$ cat src/rtl/pwm_pair_pkg.sv
package pwm_pair_pkg;

    localparam int unsigned PWM_CNT_W_DEF = 16;

    function automatic logic drive_level(input logic active, input logic act_high);
        return act_high ? active : ~active;
    endfunction

endpackage

$ cat src/rtl/pwm_rld_reg.sv
module pwm_rld_reg #(
    parameter int unsigned W = 16
) (
    input  logic         clk,
    input  logic         rst_n,
    input  logic         we,
    input  logic [W-1:0] wdata,
    output logic [W-1:0] val
);
    logic [W-1:0] val_d, val_q;

    always_comb begin
        val_d = val_q;
        if (we) val_d = wdata;
    end

    always_ff @(posedge clk) begin
        if (!rst_n) val_q <= '0;
        else        val_q <= val_d;
    end

    assign val = val_q;
endmodule

$ cat src/rtl/pwm_period_ch.sv
module pwm_period_ch #(
    parameter int unsigned W = 16
) (
    input  logic         clk,
    input  logic         rst_n,
    input  logic         cnt_en,
    input  logic         start,
    input  logic         stop,
    input  logic [W-1:0] rld,
    output logic         boundary,
    output logic         irq,
    output logic [W-1:0] cnt
);
    typedef struct packed {
        logic         run;
        logic [W-1:0] cnt;
        logic         irq;
    } per_state_t;

    per_state_t st_d, st_q;

    always_comb begin
        st_d     = st_q;
        st_d.irq = 1'b0;
        boundary = 1'b0;
        if (stop) begin
            st_d.run = 1'b0;
        end else if (start) begin
            st_d.run = 1'b1;
            st_d.cnt = rld;
            st_d.irq = 1'b1;
            boundary = 1'b1;
        end else if (st_q.run && cnt_en) begin
            if (st_q.cnt == '0) begin
                st_d.cnt = rld;
                st_d.irq = 1'b1;
                boundary = 1'b1;
            end else begin
                st_d.cnt = st_q.cnt - W'(1);
            end
        end
    end

    always_ff @(posedge clk) begin
        if (!rst_n) st_q <= '0;
        else        st_q <= st_d;
    end

    assign irq = st_q.irq;
    assign cnt = st_q.cnt;
endmodule

$ cat src/rtl/pwm_width_ch.sv
module pwm_width_ch #(
    parameter int unsigned W = 16
) (
    input  logic         clk,
    input  logic         rst_n,
    input  logic         cnt_en,
    input  logic         stop,
    input  logic         boundary,
    input  logic [W-1:0] rld,
    output logic         active,
    output logic [W-1:0] cnt
);
    typedef struct packed {
        logic         act;
        logic [W-1:0] cnt;
    } wid_state_t;

    wid_state_t st_d, st_q;

    always_comb begin
        st_d = st_q;
        if (stop) begin
            st_d.act = 1'b0;
        end else if (boundary) begin
            st_d.cnt = rld;
            st_d.act = (rld != '0);
        end else if (st_q.act && cnt_en) begin
            st_d.cnt = st_q.cnt - W'(1);
            st_d.act = (st_q.cnt != W'(1));
        end
    end

    always_ff @(posedge clk) begin
        if (!rst_n) st_q <= '0;
        else        st_q <= st_d;
    end

    assign active = st_q.act;
    assign cnt    = st_q.cnt;
endmodule

$ cat src/rtl/pwm_pair_top.sv
module pwm_pair_top
    import pwm_pair_pkg::*;
#(
    parameter int unsigned CNT_W = PWM_CNT_W_DEF
) (
    input  logic             clk,
    input  logic             rst_n,
    input  logic             cnt_en,
    input  logic             start,
    input  logic             stop,
    input  logic             act_high,
    input  logic             per_we,
    input  logic [CNT_W-1:0] per_wdata,
    input  logic             wid_we,
    input  logic [CNT_W-1:0] wid_wdata,
    output logic             bnd_irq,
    output logic             pwm_out,
    output logic [CNT_W-1:0] per_cnt,
    output logic [CNT_W-1:0] wid_cnt
);
    localparam int unsigned N_RLD = 2;
    localparam int unsigned IDX_PER = 0;
    localparam int unsigned IDX_WID = 1;

    logic [N_RLD-1:0] rld_we;
    logic [CNT_W-1:0] rld_wd [N_RLD];
    logic [CNT_W-1:0] rld_q  [N_RLD];
    logic             boundary;
    logic             wid_active;

    assign rld_we[IDX_PER] = per_we;
    assign rld_we[IDX_WID] = wid_we;
    assign rld_wd[IDX_PER] = per_wdata;
    assign rld_wd[IDX_WID] = wid_wdata;

    for (genvar gi = 0; gi < N_RLD; gi++) begin : g_rld
        pwm_rld_reg #(.W(CNT_W)) u_rld (
            .clk   (clk),
            .rst_n (rst_n),
            .we    (rld_we[gi]),
            .wdata (rld_wd[gi]),
            .val   (rld_q[gi])
        );
    end

    pwm_period_ch #(.W(CNT_W)) u_per (
        .clk      (clk),
        .rst_n    (rst_n),
        .cnt_en   (cnt_en),
        .start    (start),
        .stop     (stop),
        .rld      (rld_q[IDX_PER]),
        .boundary (boundary),
        .irq      (bnd_irq),
        .cnt      (per_cnt)
    );

    pwm_width_ch #(.W(CNT_W)) u_wid (
        .clk      (clk),
        .rst_n    (rst_n),
        .cnt_en   (cnt_en),
        .stop     (stop),
        .boundary (boundary),
        .rld      (rld_q[IDX_WID]),
        .active   (wid_active),
        .cnt      (wid_cnt)
    );

    assign pwm_out = drive_level(wid_active, act_high);
endmodule

$ cat config.mk
export PLATFORM = sky130hd
export DESIGN_NAME = pwm_pair_top
export DESIGN_NICKNAME = d
export VERILOG_FILES = /design/src/rtl/pwm_pair_pkg.sv /design/src/rtl/pwm_rld_reg.sv /design/src/rtl/pwm_period_ch.sv /design/src/rtl/pwm_width_ch.sv /design/src/rtl/pwm_pair_top.sv
export SDC_FILE = /design/constraint.sdc
export NUM_CORES = 1
export LEC_CHECK = 0
export ABC_AREA = 1
export BUFFER_PORTS_ARGS = -buffer_cell sky130_fd_sc_hd__buf_2
export CORE_UTILIZATION = 60
export CTS_CLUSTER_DIAMETER = 50
export DETAILED_ROUTE_END_ITERATION = 10
export PLACE_DENSITY_LB_ADDON = 0.15
export SLEW_MARGIN = 10
export SYNTH_ARGS = -nofsm -noshare
export SYNTH_HDL_FRONTEND = slang
export SYNTH_HIERARCHICAL = 1
export SYNTH_SLANG_ARGS = --single-unit
$ cat constraint.sdc
create_clock -name clk -period 3 [get_ports clk]
set_input_delay 0.15 -clock clk [delete_from_list [all_inputs] [get_ports clk]]
set_output_delay 0.15 -clock clk [all_outputs]
set_load 0.005 [all_outputs]
==> results_dict.tcl <==
set metrics [dict create \
    synth_area_leaders "dfxtp_1 32%, nand2_1 15%, nor2_1 9.0%" \
    clk-insertion-delay-late_ns 0.35 \
    cts-resized-gates 0 \
    route.detailed.drc 0 \
    skew_ns 0.0102 \
    vias_per_cell 5.32 \
    synth_area_leader_cell "dfxtp_1" \
    crit_path_end "u_wid/cnt[5]$_SDFFE_PN0P_" \
    grt_pass1_wl_um 16300 \
    htreeDepth 3 \
    finalSetupTns_ns 0 \
    n_antenna_cell 0 \
    fin_crit_sh 0.866 \
    rsz0062_at_grt "false" \
    worst-path-max-fanout 22 \
    top_layer_used "met4" \
    ant_nets 0 \
    start_util 0.618 \
    gr-usage-all-layers 0.279 \
    min_path_cells 2 \
    grt_pass1_vias 3573 \
    powerDensity_nw_per_um2 525 \
    crit_arrival_ns 2.81 \
    cts_inserted_buffers 9 \
    synth_area_sq_um 4180 \
    crit_type "reg -> reg" \
    start_kind "flip-flop" \
    wl_met3_um 841 \
    reg2reg_depth 15 \
    async_flop_share 0 \
    internal_power_mw 1.57 \
    rrSetupSlack_ns 0.40 \
    antenna_found_initial 0 \
    first_iter_violations 457 \
    comb_power_share 0.264 \
    r2r-end "u_wid/cnt[5]$_SDFFE_PN0P_" \
    gr-total-overflow 0 \
    netlist_instances 656 \
    coreArea_sq_um 6760 \
    ys_ff_latch 67 \
    cts.clk_slew.worst_paths_ns 0.08 \
    vias 4186 \
    wl_met2_um 4080 \
    cp-startpoint "u_per/cnt[0]$_SDFFE_PN0P_" \
    p_clk_frac 0.311 \
    synth_top_area_share 0.321 \
    power.switching_mw 0.817 \
    drv_slew 0 \
    required_ns 3.21 \
    final_common_cell "nand2_1" \
    syn_nets 700 \
    utilization 0.671 \
    firstDrtPassIters 5 \
    clock-root-buffer "clkbuf_8" \
    worstMarginPinSlew_ns 0.548 \
    end_kind "flip-flop" \
    gp_congestion 0.890 \
    wl_um 9820 \
    port-buffer-count 73 \
    max_freq_mhz 385 \
    clock-sinks 67 \
    p_leak_nw 2.41 \
    status "finished clean" \
    synth_seq_area_share 0.321 \
    ys_types 39 \
    fin_nets 746 \
    relSlewSlack 0.633 \
    period_needed_ns 2.60 \
    hold_viol 0 \
    sw_frac_of_total 0.343 \
    row_count 30 \
    fp.dieArea_sq_um 7300 \
    postCtsSetupBuffers 0 \
    maxCapViolCount 0 \
    cts_tree "done" \
    clock_path_buffers 2 \
    final_cell_mix "171 x nand2_1, 100 x nor2_1, 84 x inv_1, 73 x buf_2, 67 x dfxtp_1" \
    avgSynthCellArea_sq_um 6.37 \
    synth_edf_count 0 \
    grt_max_degree 45 \
    drive_gt1_frac 0.209 \
    seqPwrFrac 0.425 \
    rr_startpoint "u_per/cnt[0]$_SDFFE_PN0P_" \
    area_delta_synth_final_pct 8.57 \
    wl_per_cell_um 12.5 \
    hp-class "in -> reg" \
    cts_hold_buf 0 \
    setup_violations 0 \
    ys.warnings.count 6 \
    wl_met1_um 4770 \
    chipHeight_um 85.4 \
    ioPinCount 74 \
    peakVddDrop_mv 0.272 \
    die_w_um 85.4 \
    synth_flop_cell "dfxtp_1" \
    hpwl_um 7070 \
]
[layer usage]
layer	track usage	up-vias
li1	-	2118
met1	0.416	1872
met2	0.401	180
met3	0.0574	16
met4	0.0894	0
met5	0	-
[registers in the layout, summed over array words and instances (netlist names)]
register         cells
u_wid/active         1
u_per/irq            1
g_rld.u_rld/val     32
u_wid/cnt           16
u_per/cnt           16
u_per/st_q           1
[synthesized netlist by cell type (all sizes together), types with 3 or more instances]
library cell  instances
nor3                  6
clkbuf                6
o21ai                34
nand3                40
nor2                120
o211ai                3
nand4                 8
nand2               182
inv                  91
or2                   3
ha                    4
dfxtp                67
a21oi                49
buf                  35
[metrics by stage]
step / hold WS [ns] / power [mW] / instance area [sq um] / setup slack [ns] / instances
after floorplan: 0.229 / 1.53 / 4180 / 1.11 / 656
final: 0.0192 / 2.38 / 4540 / 0.403 / 787
after CTS: 0.0142 / 2.38 / 4540 / 0.462 / 787
after detailed placement: 0.374 / 1.65 / 4340 / 0.491 / 771
after global placement: 0.369 / 1.63 / 4340 / 0.605 / 771
after global routing: 0.0195 / 2.52 / 4540 / 0.155 / 787
[worst max-delay path, cell delays in order (launching register included)]
cell and delay [ns]:
dfxtp_1 0.33, inv_1 0.12, ha_1 0.16, nand2_1 0.05
nor2_1 0.18, nand3_4 0.24, nand2_2 0.28, nand2_1 0.16
inv_1 0.17, inv_6 0.09, nand2_4 0.09, nand2_4 0.12
inv_4 0.18, o21ai_0 0.13, nand2_1 0.08, a21oi_1 0.07
[power by group through the flow]
stage / clock (mW) / combinational, mW / sequential [mW]
floorplan: 0 / 0.513 / 1.01
CTS: 0.752 / 0.620 / 1.01
detailed placement: 0 / 0.615 / 1.03
finish: 0.742 / 0.628 / 1.01
global route: 0.793 / 0.710 / 1.02
global placement: 0 / 0.604 / 1.03
[area by class of cell]
| type | count | area, sq um |
|---|---|---|
| flip-flops and latches | 67 | 1340 |
| multi-input cells | 457 | 2170 |
| clock inverters | 7 | 67.6 |
| well taps | 80 | 100 |
| repair buffers | 76 | 388 |
| fillers | 643 | 2220 |
| clock buffers | 9 | 124 |
| inverters | 91 | 349 |
[logic make-up after synthesis]
family | count (synthesis) | share of synthesized area
and+or+nand+nor | 360 | 0.379
AOI/OAI and AO/OA | 91 | 0.123
buffers and inverters | 132 | 0.161
DFF | 67 | 0.321
xor gates and xnor gates | 2 | 0.00419
adders and majority gates | 4 | 0.0120
[worst min-delay path by stage]
stage / start / to / slack [ns]
3_3_place_gp: stop / u_per/st_q[17]$_SDFFE_PP0P_ / 0.37
3_5_place_dp: stop / u_per/st_q[17]$_SDFFE_PP0P_ / 0.37
6_report: stop / u_per/st_q[17]$_SDFFE_PP0P_ / 0.02
4_1_cts: stop / u_per/st_q[17]$_SDFFE_PP0P_ / 0.01
5_1_grt: stop / u_per/st_q[17]$_SDFFE_PP0P_ / 0.02
2_1_floorplan: stop / u_per/st_q[17]$_SDFFE_PP0P_ / 0.23
No activity file was read; power rests on OpenSTA's default activity.
